**src/rtl/serial_rx_pkg.sv**
```systemverilog
package serial_rx_pkg;

  typedef enum logic [2:0] {
    RX_IDLE,
    RX_START,
    RX_DATA,
    RX_PAR,
    RX_STOP
  } rx_state_e;

  function automatic logic maj3(input logic a, input logic b, input logic c);
    return (a & b) | (a & c) | (b & c);
  endfunction

endpackage

```
**src/rtl/rx_line_sync.sv**
```systemverilog
module rx_line_sync #(
  parameter int STAGES = 2
) (
  input  logic clk,
  input  logic rst_n,
  input  logic din,
  output logic dout
);
  logic [STAGES-1:0] q;

  always_ff @(posedge clk or negedge rst_n) begin
    if (!rst_n) begin
      q <= '1;
    end else begin
      q[0] <= din;
      for (int i = 1; i < STAGES; i++) q[i] <= q[i-1];
    end
  end

  assign dout = q[STAGES-1];
endmodule

```
**src/rtl/rx_phase_ctr.sv**
```systemverilog
module rx_phase_ctr #(
  parameter int OSR_NORM = 16,
  parameter int OSR_FAST = 8
) (
  input  logic clk,
  input  logic rst_n,
  input  logic tick,
  input  logic run,
  input  logic restart,
  input  logic dbl,
  output logic at_j0,
  output logic at_j1,
  output logic at_j2,
  output logic at_end
);
  localparam int CW = $clog2(OSR_NORM + 1);

  logic [CW-1:0] cnt;
  logic [CW-1:0] osr_v;
  logic [CW-1:0] mid_v;
  logic          step;

  assign osr_v = dbl ? CW'(OSR_FAST) : CW'(OSR_NORM);
  assign mid_v = osr_v >> 1;
  assign step  = run & tick;

  // cnt holds the index of the sample taken at the next tick
  always_ff @(posedge clk or negedge rst_n) begin
    if (!rst_n)        cnt <= '0;
    else if (restart)  cnt <= CW'(2);
    else if (step)     cnt <= (cnt == osr_v) ? CW'(1) : cnt + 1'b1;
  end

  assign at_j0  = step & (cnt == mid_v);
  assign at_j1  = step & (cnt == mid_v + CW'(1));
  assign at_j2  = step & (cnt == mid_v + CW'(2));
  assign at_end = step & (cnt == osr_v);
endmodule

```
**src/rtl/rx_frame_engine.sv**
```systemverilog
module rx_frame_engine
  import serial_rx_pkg::*;
#(
  parameter int DATA_MIN = 5,
  parameter int DATA_MAX = 8,
  parameter int OSR_NORM = 16,
  parameter int OSR_FAST = 8,
  parameter int SEL_W    = 2
) (
  input  logic                clk,
  input  logic                rst_n,
  input  logic                en,
  input  logic                tick,
  input  logic                dbl,
  input  logic [SEL_W-1:0]    wsel,
  input  logic                par_en,
  input  logic                par_odd,
  input  logic                rxd,
  output logic                push,
  output logic [DATA_MAX-1:0] push_data,
  output logic                push_perr,
  output logic                push_ferr
);
  localparam int IDX_W = $clog2(DATA_MAX);

  rx_state_e           state;
  logic                line_prev;
  logic                s_first, s_second, pbit;
  logic [IDX_W-1:0]    bidx;
  logic [DATA_MAX-1:0] shr;
  logic [IDX_W:0]      nbits;
  logic                at_j0, at_j1, at_j2, at_end;
  logic                run, restart, vote, last_bit, exp_par;

  assign nbits    = (IDX_W+1)'(DATA_MIN) + (IDX_W+1)'(wsel);
  assign last_bit = ({1'b0, bidx} == nbits - 1'b1);
  assign run      = en && (state != RX_IDLE);
  assign restart  = en && (state == RX_IDLE) && tick && line_prev && !rxd;
  assign vote     = maj3(s_first, s_second, rxd);
  assign exp_par  = (^shr) ^ par_odd;

  rx_phase_ctr #(
    .OSR_NORM (OSR_NORM),
    .OSR_FAST (OSR_FAST)
  ) phase_i (
    .clk     (clk),
    .rst_n   (rst_n),
    .tick    (tick),
    .run     (run),
    .restart (restart),
    .dbl     (dbl),
    .at_j0   (at_j0),
    .at_j1   (at_j1),
    .at_j2   (at_j2),
    .at_end  (at_end)
  );

  always_ff @(posedge clk or negedge rst_n) begin
    if (!rst_n) begin
      state     <= RX_IDLE;
      line_prev <= 1'b0;
      s_first   <= 1'b0;
      s_second  <= 1'b0;
      pbit      <= 1'b0;
      bidx      <= '0;
      shr       <= '0;
      push      <= 1'b0;
      push_data <= '0;
      push_perr <= 1'b0;
      push_ferr <= 1'b0;
    end else if (!en) begin
      state     <= RX_IDLE;
      line_prev <= 1'b0;
      push      <= 1'b0;
    end else begin
      push <= 1'b0;
      if (at_j0) s_first  <= rxd;
      if (at_j1) s_second <= rxd;
      unique case (state)
        RX_IDLE: begin
          if (tick) begin
            line_prev <= rxd;
            if (restart) begin
              state <= RX_START;
              shr   <= '0;
              bidx  <= '0;
            end
          end
        end
        RX_START: begin
          if (at_j2 && vote) begin
            state     <= RX_IDLE;
            line_prev <= rxd;
          end else if (at_end) begin
            state <= RX_DATA;
          end
        end
        RX_DATA: begin
          if (at_j2) shr[bidx] <= vote;
          if (at_end) begin
            if (last_bit) state <= par_en ? RX_PAR : RX_STOP;
            else          bidx  <= bidx + 1'b1;
          end
        end
        RX_PAR: begin
          if (at_j2)  pbit  <= vote;
          if (at_end) state <= RX_STOP;
        end
        RX_STOP: begin
          if (at_j2) begin
            push      <= 1'b1;
            push_data <= shr;
            push_perr <= par_en && (pbit != exp_par);
            push_ferr <= !vote;
            state     <= RX_IDLE;
            line_prev <= rxd;
          end
        end
        default: state <= RX_IDLE;
      endcase
    end
  end
endmodule

```
**src/rtl/rx_frame_fifo.sv**
```systemverilog
module rx_frame_fifo #(
  parameter int WIDTH = 10,
  parameter int DEPTH = 2
) (
  input  logic                       clk,
  input  logic                       rst_n,
  input  logic                       flush,
  input  logic                       wr_en,
  input  logic [WIDTH-1:0]           wr_data,
  output logic                       out_valid,
  input  logic                       out_ready,
  output logic [WIDTH-1:0]           out_data,
  output logic [$clog2(DEPTH+1)-1:0] occ
);
  localparam int PW = $clog2(DEPTH);
  localparam int CW = $clog2(DEPTH + 1);

  logic [WIDTH-1:0] mem [DEPTH];
  logic [PW-1:0]    wp, rp;
  logic             pop, do_push;

  function automatic logic [PW-1:0] nxt(input logic [PW-1:0] p);
    return (p == PW'(DEPTH - 1)) ? '0 : p + 1'b1;
  endfunction

  assign out_valid = (occ != '0);
  assign out_data  = mem[rp];
  assign pop       = out_valid & out_ready;
  assign do_push   = wr_en & ((occ < CW'(DEPTH)) | pop);

  always_ff @(posedge clk) begin
    if (do_push && !flush) mem[wp] <= wr_data;
  end

  always_ff @(posedge clk or negedge rst_n) begin
    if (!rst_n) begin
      wp  <= '0;
      rp  <= '0;
      occ <= '0;
    end else if (flush) begin
      wp  <= '0;
      rp  <= '0;
      occ <= '0;
    end else begin
      if (do_push) wp <= nxt(wp);
      if (pop)     rp <= nxt(rp);
      occ <= occ + CW'(do_push) - CW'(pop);
    end
  end
endmodule

```
**src/rtl/serial_rx_ovs.sv**
```systemverilog
module serial_rx_ovs
  import serial_rx_pkg::*;
#(
  parameter int DATA_MIN    = 5,
  parameter int DATA_MAX    = 8,
  parameter int OSR_NORM    = 16,
  parameter int OSR_FAST    = 8,
  parameter int SYNC_STAGES = 2,
  parameter int BUF_DEPTH   = 2,
  localparam int SEL_W      = $clog2(DATA_MAX - DATA_MIN + 1),
  localparam int ENT_W      = DATA_MAX + 2,
  localparam int OCC_W      = $clog2(BUF_DEPTH + 1)
) (
  input  logic                clk,
  input  logic                rst_n,
  input  logic                rx_en,
  input  logic                dbl_speed,
  input  logic                sample_tick,
  input  logic [SEL_W-1:0]    data_bits_sel,
  input  logic                parity_en,
  input  logic                parity_odd,
  input  logic                rxd,
  output logic                rd_valid,
  input  logic                rd_ready,
  output logic [DATA_MAX-1:0] rd_data,
  output logic                rd_perr,
  output logic                rd_ferr
);
  logic                rx_s;
  logic                push_w, push_perr_w, push_ferr_w;
  logic [DATA_MAX-1:0] push_data_w;
  logic [ENT_W-1:0]    head_w;
  logic [OCC_W-1:0]    occ_w;

  rx_line_sync #(
    .STAGES (SYNC_STAGES)
  ) sync_i (
    .clk   (clk),
    .rst_n (rst_n),
    .din   (rxd),
    .dout  (rx_s)
  );

  rx_frame_engine #(
    .DATA_MIN (DATA_MIN),
    .DATA_MAX (DATA_MAX),
    .OSR_NORM (OSR_NORM),
    .OSR_FAST (OSR_FAST),
    .SEL_W    (SEL_W)
  ) engine_i (
    .clk       (clk),
    .rst_n     (rst_n),
    .en        (rx_en),
    .tick      (sample_tick),
    .dbl       (dbl_speed),
    .wsel      (data_bits_sel),
    .par_en    (parity_en),
    .par_odd   (parity_odd),
    .rxd       (rx_s),
    .push      (push_w),
    .push_data (push_data_w),
    .push_perr (push_perr_w),
    .push_ferr (push_ferr_w)
  );

  rx_frame_fifo #(
    .WIDTH (ENT_W),
    .DEPTH (BUF_DEPTH)
  ) fifo_i (
    .clk       (clk),
    .rst_n     (rst_n),
    .flush     (!rx_en),
    .wr_en     (push_w),
    .wr_data   ({push_perr_w, push_ferr_w, push_data_w}),
    .out_valid (rd_valid),
    .out_ready (rd_ready),
    .out_data  (head_w),
    .occ       (occ_w)
  );

  assign {rd_perr, rd_ferr, rd_data} = head_w;
endmodule

```
**config.mk**
```make
export PLATFORM = sky130hd
export DESIGN_NAME = serial_rx_ovs
export DESIGN_NICKNAME = d
export VERILOG_FILES = /design/src/rtl/serial_rx_pkg.sv /design/src/rtl/rx_line_sync.sv /design/src/rtl/rx_phase_ctr.sv /design/src/rtl/rx_frame_engine.sv /design/src/rtl/rx_frame_fifo.sv /design/src/rtl/serial_rx_ovs.sv
export SDC_FILE = /design/constraint.sdc
export NUM_CORES = 1
export LEC_CHECK = 0
export BUFFER_PORTS_ARGS = -buffer_cell sky130_fd_sc_hd__buf_4
export CAP_MARGIN = 20
export CORE_MARGIN = 2
export CORE_UTILIZATION = 35
export DETAILED_ROUTE_END_ITERATION = 10
export HOLD_SLACK_MARGIN = 0.12
export PLACE_DENSITY_LB_ADDON = 0.2
export SYNTH_ARGS = -nofsm -noshare
export SYNTH_HDL_FRONTEND = slang
export SYNTH_SLANG_ARGS = --single-unit
```
**constraint.sdc**
```tcl
create_clock -name clk -period 1.85 [get_ports clk]
set_clock_uncertainty 0.2 [all_clocks]
set_input_delay 0.2775 -clock clk [delete_from_list [all_inputs] [get_ports clk]]
set_output_delay 0.2775 -clock clk [all_outputs]
set_load 0.02 [all_outputs]
```
==> flow_summary.yaml, run 1 <==
yosys:
  synth_fp_nets: 272
  mapped_cells: 254
  synthTopCellsByCount: "dfrtp_1 (38), mux2_2 (21), edfxtp_1 (20)"
  synth.cell_area_um2: 3020
  post_synth_main_area_contributors: "dfrtp_1 (31%), edfxtp_1 (20%), mux2_2 (7.8%), xnor2_1 (3.8%), ha_1 (2.9%)"
  synth-seq-cells: 60
  synthMostInstantiatedCell: "dfrtp_1"
  cell_accounting_for_the_most_synthesized_area: "dfrtp_1"
  netlist.area_leader.share: 0.314
  synth_enable_flop_cells: 20
  avgSynthCellArea_um2: 11.9
  asyncSetResetFlopFracSynth: 0.667
  netlist-cell-type-count: 50
  synth_ff_type: "dfrtp_1"
  yosysSeqAreaShare: 0.530
  synth_warnings: 0
setup_path:
  timing.critical_path.to_type: "flop"
  worst_ep_arrival_time_ns: 2.03
  crit_chain: "inv_2 -> ha_4 -> and3b_2 -> o2111ai_4 -> buf_6 -> or4_4 -> nand3_2 -> o21ai_2"
  ff2ff_setup_slack_ns: -0.15
  worstReg2RegStart: "engine_i.phase_i.cnt[0]"
  reg2regPathDepth: 8
  r2r_end: "engine_i.shr[0]"
  critical_path_required_ns: 1.89
  worstSetupPathType: "flop to flop"
  crit_path_max_cell_delay_ns: 0.43
  crit_fanout: 6
  worst_setup_path_start_kind: "flop"
  crit_path_top_delay_cell: "or4_4"
floorplan:
  core.rowCount: 33
  core_region_area_um2: 8300
  initial_utilization: 0.364
  die_width_um: 97.0
  dieHeight_um: 97.0
  num_io_pins: 22
  die_ar_um2: 9400
cts:
  tritoncts_clock_tree: "done"
  cts-buffers-inserted: 9
  ctsRootBufferMaster: "clkbuf_8"
  clock_insertion_delay_worst_skew_ns: 0.34
  clkTransAtPathRegs_ns: 0.07
  clock_path_buffers: 2
  cts-htree-levels: 3
  numClockSinks: 60
timing:
  final_period_minus_worst_setup_slack_ns: 2.00
  worst_slew_margin_rel: 0.647
  timing.final.ws_setup_ns: -0.147
  share_of_the_cycle_needed_by_the_critical_path_after_routing: 1.08
  timing.fmax_ghz: 0.501
  setup_repair_after_global_routing_missed_its_margin: "yes"
  maxSlewViolCount: 0
  sum_neg_setup_slack_ns: -1.72
  worst_slew_pin_slew_ns: 0.530
  report.final.hold_viol_count: 0
  setup-violations-final: 29
pwr:
  power_switching_uw: 1390
  combPwrFrac: 0.364
  power_frac_seq: 0.346
  powerDensity_nw_per_um2: 1010
  cellLeakagePower_uw: 0.00196
  power.ir.vdd_worst_mv: 0.572
  power.clock.fraction: 0.289
  power_report.internal_total_uw: 3160
  p_sw_frac: 0.305
  power_uw: 4540
finish:
  final-instance-count-excl-fill: 455
  final_net_count: 363
  inserted_diodes: 0
  layout-area-overhead-vs-synth_pct: 48.4
  layout.filler_cells: 730
  area_of_the_multi_input_gates_um2: 1580
  share_of_final_layout_standard_cells_stronger_than_drive_strength_1: 0.517
  ff_latch_area_um2: 1610
  postLayoutCellArea_um2: 4490
worst_hold_path:
  holdPathEnd: "fifo_i.rp"
  hp-class: "input port to flop"
  hold_sp: "rd_ready"
  worst_hold_path.num_cells: 4
route:
  drt_iter0_markers: 76
  drt_first_pass_iters: 4
  drc_errors_left: 0
  drt.antenna.violating_nets: 0
  routed_via_density: 4.99
  wl_um: 6880
  wl_per_cell_um: 15.1
  route.vias.total: 2270
grt:
  track_usage: 0.147
  first_pass_grt_wire_length_um: 10900
  antenna_found_initial: 0
  grt_start_max_net_pins: 41
  first_global_vias: 2293
  gr-total-overflow: 0
placed_design:
  dp.final_hpwl_um: 4430
  detailed_place.area_um2: 3650
  post-place-ws_ns: -0.230
  gp_weighted_congestion: 0.797
  placement.io_buffers: 21
  numPlacedInstances: 414
run_status:
  outcome: "finished, violations left"
  failed_checks: "negative setup slack"
job:
  max_capacitance_violation_count: 0
## cell type report
cell class	count	area share
multi-input cells	169	0.353
repair buffers	91	0.199
well taps	105	0.0293
flip-flops and latches	60	0.358
clock inverters	7	0.0220
inverters	14	0.0117
clock buffers	9	0.0276
## through the flow
step | util | hold WS (ns)
after floorplan | - | -0.218
after global placement | 0.440 | 0.101
after detailed placement | 0.440 | 0.0972
after CTS | 0.496 | 0.131
after global routing | 0.541 | 0.155
final | 0.541 | 0.157
## layout by cell type (no fill, tap or decap), drive strengths merged, types with 3 or more instances in the layout
cell / Yosys / routed
a21boi: 3 / 3
a21oi: 3 / 3
and2: 6 / 6
and3: 3 / 3
buf: 8 / 85
clkbuf: 3 / 11
clkinv: 0 / 3
dfrtp: 38 / 38
dlygate4sd3: 0 / 4
edfxtp: 20 / 20
ha: 7 / 7
inv: 14 / 15
mux2: 21 / 21
nand2: 18 / 18
nand2b: 4 / 4
nand3: 8 / 8
nand3b: 4 / 4
nor2: 11 / 11
nor2b: 3 / 3
nor3: 5 / 5
o211ai: 6 / 6
o21ai: 12 / 12
o311ai: 5 / 5
o31ai: 5 / 5
o41ai: 4 / 4
xnor2: 13 / 13
xor2: 3 / 3
## flip-flops by register name, summed over array words and instances, names as in the netlist, 2 cells and up
signal	cells
fifo_i.mem	20
engine_i.push_data	8
engine_i.shr	8
engine_i.phase_i.cnt	5
engine_i.bidx	3
engine_i.state	3
fifo_i.occ	2
sync_i.q	2
## logic make-up after synthesis
kind of cell,synth area share
compound gates,0.131
xor+xnor,0.0463
fa+ha+maj,0.0323
buf+inv,0.0364
flops,0.530
mux,0.0815
simple gates,0.142
## power by group through the flow
stage / Sequential (uW) / Clock, uW / Combinational [uW]
floorplan: 1600 / 0 / 666
global placement: 1580 / 0 / 1230
detailed placement: 1580 / 0 / 1250
CTS: 1560 / 1360 / 1400
global route: 1590 / 1430 / 1800
finish: 1570 / 1310 / 1650
## repair_timing
item | 4_1_cts | 5_1_grt
setup buffers | 9 | 9
pin swaps | 7 | 14
resized for setup | 33 | 66
endpoints found under the setup margin | 39 | 43
cloned | 1 | 2
endpoints found under the hold margin | 43 | 0
hold buffers | 4 | 0
## worst max path at each step
stage / from / end / slack [ns]
3_5_place_dp: engine_i.phase_i.cnt[0] / engine_i.shr[7] / -0.23
6_report: engine_i.phase_i.cnt[0] / engine_i.shr[0] / -0.15
4_1_cts: engine_i.phase_i.cnt[0] / engine_i.shr[0] / -0.10
2_1_floorplan: engine_i.phase_i.cnt[0] / engine_i.shr[1] / -0.14
5_1_grt: engine_i.phase_i.cnt[0] / engine_i.shr[0] / -0.21
3_3_place_gp: engine_i.phase_i.cnt[0] / engine_i.shr[7] / -0.17
## critical path, delay by kind of cell, from the launching register on
kind,cells,cell delay [ns]
flip-flops,1,0.39
buffers and inverters,2,0.25
AND/OR/NAND/NOR,3,0.76
AO/OA/AOI/OAI,2,0.17
adder cells (fa/ha/maj),1,0.13
## per-layer routing
layer  share of wire  track usage
met1            0.43        0.183
met3           0.042       0.0470
met4           0.028       0.0618
met2            0.50        0.236
met5               0            0
Power figures use the tool's default switching activity.
==> inputs of run 2 (changes only) <==
ABC_AREA = 1   (was default)
==> run 2 against run 1 <==
Compared with the run above: the run now ends clean; critical path type unchanged; flip-flop and latch count is the same; core utilization shrank 9.4 points; largest cell class unchanged; combinational power shrank 8%; cell area shrank 13%; sequential share of layout area grew 5.3 points; clock power shrank 8%; global-route usage shrank 0.29 points; via count grew 8.0%; total power shrank 4.1%; worst hold slack lost 0.00050 ns; cell count grew 18%.
==> flow_summary.yaml, run 2 <==
yosys:
  synth.cell_area_um2: 3190
  asyncSetResetFlopFracSynth: 0.667
  netlist-cell-type-count: 38
  synth_fp_nets: 385
  netlist.area_leader.share: 0.298
  yosysSeqAreaShare: 0.502
  cell_accounting_for_the_most_synthesized_area: "dfrtp_1"
  mapped_cells: 367
  synthTopCellsByCount: "nand2_1 (125), dfrtp_1 (38), inv_1 (36)"
  avgSynthCellArea_um2: 8.70
  synth-seq-cells: 60
  synth_ff_type: "dfrtp_1"
  synthMostInstantiatedCell: "nand2_1"
  synth_enable_flop_cells: 20
  post_synth_main_area_contributors: "dfrtp_1 (30%), edfxtp_1 (19%), nand2_1 (15%), inv_1 (4.2%), nor2_1 (3.6%)"
  synth_warnings: 0
cts:
  numClockSinks: 60
  clock_path_buffers: 2
  cts-htree-levels: 3
  ctsRootBufferMaster: "clkbuf_8"
  cts-buffers-inserted: 9
  tritoncts_clock_tree: "done"
  clock_insertion_delay_worst_skew_ns: 0.35
  clkTransAtPathRegs_ns: 0.07
setup_path:
  crit_path_frequent_cell: "nand2_2"
  timing.critical_path.to_type: "flop"
  reg2regPathDepth: 12
  cp_num_buf_inv: 2
  crit_path_max_cell_delay_ns: 0.39
  r2r_end: "engine_i.state[1]"
  crit_path_top_delay_cell: "dfrtp_1"
  critical_path_required_ns: 1.89
  setup.worst_path.start: "engine_i.phase_i.cnt[0]"
  worstSetupPathType: "flop to flop"
  worstReg2RegStart: "engine_i.phase_i.cnt[0]"
  crit_fanout: 4
  worst_ep_arrival_time_ns: 1.80
  worst_setup_path_start_kind: "flop"
  crit_chain: "inv_2 -> ha_2 -> nand2_2 -> nor2_8 -> buf_4 -> nand3_4 -> nand2_2 -> nand2_2 -> nand2_4 -> nand2_2 -> nand2_1 -> nand2_1"
  cpLargestDelayFamily: "simple AND/OR/NAND/NOR gates"
  ff2ff_setup_slack_ns: 0.09
floorplan:
  die_width_um: 99.5
  dieHeight_um: 99.5
  initial_utilization: 0.364
  die_ar_um2: 9900
  core_region_area_um2: 8760
  core.rowCount: 34
  num_io_pins: 22
timing:
  timing.final.ws_setup_ns: 0.0947
  sum_neg_setup_slack_ns: 0
  worst_slew_margin_rel: 0.639
  setup-violations-final: 0
  fin_hold_ws_ns: 0.156
  setup_repair_after_global_routing_missed_its_margin: "yes"
  final_period_minus_worst_setup_slack_ns: 1.76
  maxSlewViolCount: 0
  worst_slew_pin_slew_ns: 0.542
  report.final.hold_viol_count: 0
  timing.fmax_ghz: 0.570
  share_of_the_cycle_needed_by_the_critical_path_after_routing: 0.949
finish:
  share_of_final_layout_standard_cells_stronger_than_drive_strength_1: 0.255
  inserted_diodes: 0
  biggestRegsByFlops: "fifo_i.mem: 20 flops, engine_i.push_data: 8 flops, engine_i.shr: 8 flops"
  layout.filler_cells: 865
  layout_common_cells: "nand2_1 (124), buf_4 (43), dfrtp_1 (36)"
  number_of_flip_flops_in_the_largest_register: 20
  postLayoutCellArea_um2: 3920
  layout-area-overhead-vs-synth_pct: 22.6
  final_net_count: 440
  final_common_cell: "nand2_1"
  final-instance-count-excl-fill: 535
  largest_register_by_flop_count: "fifo_i.mem"
route:
  drc_errors_left: 0
  routed_via_density: 4.58
  wl_um: 6360
  wl_per_cell_um: 11.9
  route.vias.total: 2452
  drt_first_pass_iters: 4
  drt_iter0_markers: 67
  drt.antenna.violating_nets: 0
pwr:
  cellLeakagePower_uw: 0.00197
  powerDensity_nw_per_um2: 1110
  power.ir.vdd_worst_mv: 0.518
grt:
  first_pass_grt_wire_length_um: 11200
  track_usage: 0.144
  antenna_found_initial: 0
  first_global_vias: 2371
  grt_start_max_net_pins: 41
  gr-total-overflow: 0
placed_design:
  post-place-ws_ns: -0.0160
  numPlacedInstances: 505
  gp_weighted_congestion: 0.842
  detailed_place.area_um2: 3550
  dp.final_hpwl_um: 4530
  placement.io_buffers: 21
run_status:
  outcome: "finished clean"
worst_hold_path:
  holdPathEnd: "sync_i.q[1]"
  hp-class: "flop to flop"
  worst_hold_path.num_cells: 0
  hold_sp: "sync_i.q[0]"
job:
  max_capacitance_violation_count: 0
run 2: cell types whose count changed after synthesis, sizes merged, moves of 10 or more:
cell	change
o21ai	+10
inv	+27
nor2	+29
nand2	+120
a21oi	+10
mux2	-21
run 2: worst max path at each step:
stage | endpoint | slack (ns) | cells past startpoint
after global routing | engine_i.shr[7] | -0.02 | 11
final | engine_i.state[1] | 0.09 | 12
after detailed placement | engine_i.bidx[2] | -0.02 | 10
after floorplan | engine_i.shr[5] | 0.06 | 9
after CTS | engine_i.shr[0] | 0.01 | 9
after global placement | engine_i.bidx[2] | -0.01 | 10
run 2: per-stage QoR:
step | utilization | total power, uW
global placement | 0.405 | 2970
finish | 0.447 | 4350
floorplan | - | 2620
global route | 0.447 | 4680
CTS | 0.436 | 4240
detailed placement | 0.405 | 3000
run 2: cells by family after synthesis:
kind of cell             after synthesis  share of synthesized area
AO/OA/AOI/OAI                         38                     0.0674
XOR/XNOR                              10                     0.0274
adder cells (fa/ha/maj)                7                     0.0274
buffers and inverters                 47                     0.0654
flip-flops                            60                      0.502
AND/OR/NAND/NOR                      205                      0.310
run 2: area by class of cell:
class | instances | area, um^2 | share of cell area
tap | 108 | 135 | 0.0345
clock inverter | 7 | 75.1 | 0.0192
clock buffer | 9 | 124 | 0.0316
timing repair buffer | 49 | 383 | 0.0978
inverter | 41 | 168 | 0.0428
sequential | 60 | 1610 | 0.410
timing repair inverter | 1 | 7.51 | 0.00192
multi-input combinational | 260 | 1420 | 0.362
run 2: per-layer routing:
| layer | GRT usage | vias up | wire length [um] | part of all wire |
|---|---|---|---|---|
| li1 | - | 1291 | - | - |
| met1 | 0.181 | 1114 | 2980 | 0.47 |
| met2 | 0.234 | 36 | 3060 | 0.48 |
| met3 | 0.0422 | 11 | 182 | 0.029 |
| met4 | 0.0569 | 0 | 127 | 0.020 |
| met5 | 0 | - | 0 | 0 |
run 2: what timing repair did:
| item | in CTS | in global routing |
|---|---|---|
| resized for setup | 3 | 20 |
| gates cloned | 0 | 1 |
| setup buffers | 0 | 7 |
| hold buffers | 6 | 1 |
| pin swaps | 1 | 4 |
| setup endpoints to repair | 9 | 30 |
| endpoints found under the hold margin | 47 | 1 |
run 2: power breakdown:
| part | switching [uW] | leakage (uW) | internal (uW) |
|---|---|---|---|
| clock network | 573 | 0.0000923 | 627 |
| registers | 143 | 0.000724 | 1490 |
| logic | 921 | 0.00115 | 595 |
| total | 1640 | 0.00197 | 2720 |
==> inputs of run 3 (changes only) <==
--- a/config.mk
+++ b/config.mk
@@ -11,4 +11,5 @@
 export CORE_MARGIN = 2
 export CORE_UTILIZATION = 35
+export CTS_CLUSTER_DIAMETER = 50
 export DETAILED_ROUTE_END_ITERATION = 10
 export HOLD_SLACK_MARGIN = 0.12
==> constraint.sdc (replaced) <==
create_clock -name clk -period 1.85 [get_ports clk]
set_clock_uncertainty 0.2 [all_clocks]
set_input_delay 0.185 -clock clk [delete_from_list [all_inputs] [get_ports clk]]
set_output_delay 0.185 -clock clk [all_outputs]
set_load 0.02 [all_outputs]
==> run 3 against run 2 <==
Compared with the run above: flip-flop and latch count is the same; cell area grew 1.5%; setup slack lost 0.0043 ns; critical path depth shrank 2; die area is the same; critical path type unchanged; routed wire length shrank 2.4%; largest power group unchanged; first-iteration DRC count grew 96%; clock power grew 11%; clock-buffer cell count is the same.
==> flow_summary.yaml, run 3 (synthesis gave the netlist of run 2 again) <==
route:
  routed_via_density: 4.57
  route.vias.total: 2454
  drc_errors_left: 0
  wl_um: 6200
  wl_per_cell_um: 11.5
  drt_iter0_markers: 131
  drt_first_pass_iters: 4
  drt.antenna.violating_nets: 0
finish:
  postLayoutCellArea_um2: 3970
  layout-area-overhead-vs-synth_pct: 24.5
  number_of_flip_flops_in_the_largest_register: 20
  final_common_cell: "nand2_1"
  layout_common_cells: "nand2_1 (124), buf_4 (44), dfrtp_1 (37)"
  final-instance-count-excl-fill: 537
  biggestRegsByFlops: "fifo_i.mem: 20 flops, engine_i.push_data: 8 flops, engine_i.shr: 8 flops"
  largest_register_by_flop_count: "fifo_i.mem"
  inserted_diodes: 0
  share_of_final_layout_standard_cells_stronger_than_drive_strength_1: 0.261
  final_net_count: 442
timing:
  worst_slew_margin_rel: 0.651
  final_period_minus_worst_setup_slack_ns: 1.76
  setup-violations-final: 0
  timing.final.ws_setup_ns: 0.0904
  report.final.hold_viol_count: 0
  fin_hold_ws_ns: 0.144
  timing.fmax_ghz: 0.568
  maxSlewViolCount: 0
  share_of_the_cycle_needed_by_the_critical_path_after_routing: 0.951
  worst_slew_pin_slew_ns: 0.523
cts:
  cts-buffers-inserted: 9
  ctsRootBufferMaster: "clkbuf_8"
  clock_path_buffers: 2
  clkTransAtPathRegs_ns: 0.07
  tritoncts_clock_tree: "done"
  numClockSinks: 60
  cts-htree-levels: 3
  clock_insertion_delay_worst_skew_ns: 0.34
grt:
  antenna_found_initial: 0
  grtUsageMet3: 0.0372
  first_pass_grt_wire_length_um: 11000
  routing_layer_with_the_top_usage_in_global_route: "met2"
  first_global_vias: 2319
  grt_use_met1: 0.176
  global_route.usage.met2: 0.229
  gr-total-overflow: 0
  grt_start_max_net_pins: 41
  track_usage: 0.140
run_status:
  outcome: "finished clean"
setup_path:
  cp_num_buf_inv: 1
  worstSetupPathType: "flop to flop"
  critical_path_required_ns: 1.88
  crit_chain: "nor2_4 -> nand2_4 -> nand2_4 -> clkinv_8 -> nand2_4 -> nand2_2 -> nand3_4 -> nor2_8 -> nand2_1 -> nand2_1"
  timing.critical_path.to_type: "flop"
  crit_fanout: 11
  crit_path_frequent_cell: "nand2_4"
  worst_ep_arrival_time_ns: 1.79
  crit_path_top_delay_cell: "dfrtp_2"
  worst_setup_path_start_kind: "flop"
  cpLargestDelayFamily: "simple AND/OR/NAND/NOR gates"
  crit_path_max_cell_delay_ns: 0.46
pwr:
  power.ir.vdd_worst_mv: 0.586
  powerDensity_nw_per_um2: 1130
  cellLeakagePower_uw: 0.00200
floorplan:
  dieHeight_um: 99.5
  initial_utilization: 0.364
  die_width_um: 99.5
  core.rowCount: 34
  die_ar_um2: 9900
  num_io_pins: 22
  core_region_area_um2: 8760
worst_hold_path:
  hp-class: "input port to flop"
job:
  max_capacitance_violation_count: 0
placed_design:
  post-place-ws_ns: -0.0329
  dp.final_hpwl_um: 4470
  gp_weighted_congestion: 0.854
  numPlacedInstances: 504
  detailed_place.area_um2: 3540
  placement.io_buffers: 21
[run 3: changes by cell type in the layout (fill, tap and decap cells not counted), moves of 2 or more]
cell / before / now
clkinvlp_4: 5 / 3
o21ai_0: 13 / 16
o21ai_1: 7 / 4
clkinv_4: 0 / 2
[run 3: cell type report]
class | count | area [um^2]
fill | 863 | 4790
tap | 108 | 135
multi-input combinational | 260 | 1410
inverter | 41 | 176
timing repair buffer | 52 | 422
clock buffer | 9 | 124
clock inverter | 7 | 98.8
sequential | 60 | 1610
[run 3: routing by layer]
metal  routed length [um]  up-vias
met5                    0        -
met4                  100        0
met3                  204        9
met2                 3020       36
met1                 2880     1118
li1                     -     1291
[run 3: path summary, 6_finish.rpt]
kind,start,end,slack [ns],cells after the start
worst max-delay path,engine_i.state[0],engine_i.shr[6],0.09,10
worst min-delay path,parity_odd,engine_i.push_perr,0.14,6
worst max register to register,engine_i.state[0],engine_i.shr[6],0.09,10
worst min register to register,sync_i.q[0],sync_i.q[1],0.16,0
max in group asynchronous,rst_n,engine_i.state[0],0.90,2
min in group asynchronous,rst_n,engine_i.phase_i.cnt[2],0.16,2
[run 3: where the power goes]
| group | switching, uW | internal (uW) |
|---|---|---|
| clock | 569 | 764 |
| combinational | 911 | 625 |
| sequential | 136 | 1490 |
| total | 1620 | 2880 |
[run 3: tightest hold or removal path: cells and delay by family]
| kind | cells | cell delay, ns |
|---|---|---|
| xor+xnor | 1 | 0.06 |
| buf+inv | 1 | 0.09 |
| simple gates | 4 | 0.30 |
[run 3: through the flow]
step | util | setup TNS (ns) | total power [uW]
after floorplan | - | 0 | 2620
after global placement | 0.404 | -0.0670 | 2970
after detailed placement | 0.404 | -0.0938 | 2990
after CTS | 0.437 | 0 | 4350
after global routing | 0.453 | -0.0409 | 4800
final | 0.453 | 0 | 4500
[run 3: what timing repair did]
item | CTS | global route
resized for setup | 2 | 18
pin swaps | 1 | 6
buffers inserted | 0 | 11
hold buffers | 6 | 0
hold endpoints to repair | 51 | 0
endpoints found under the setup margin | 5 | 17
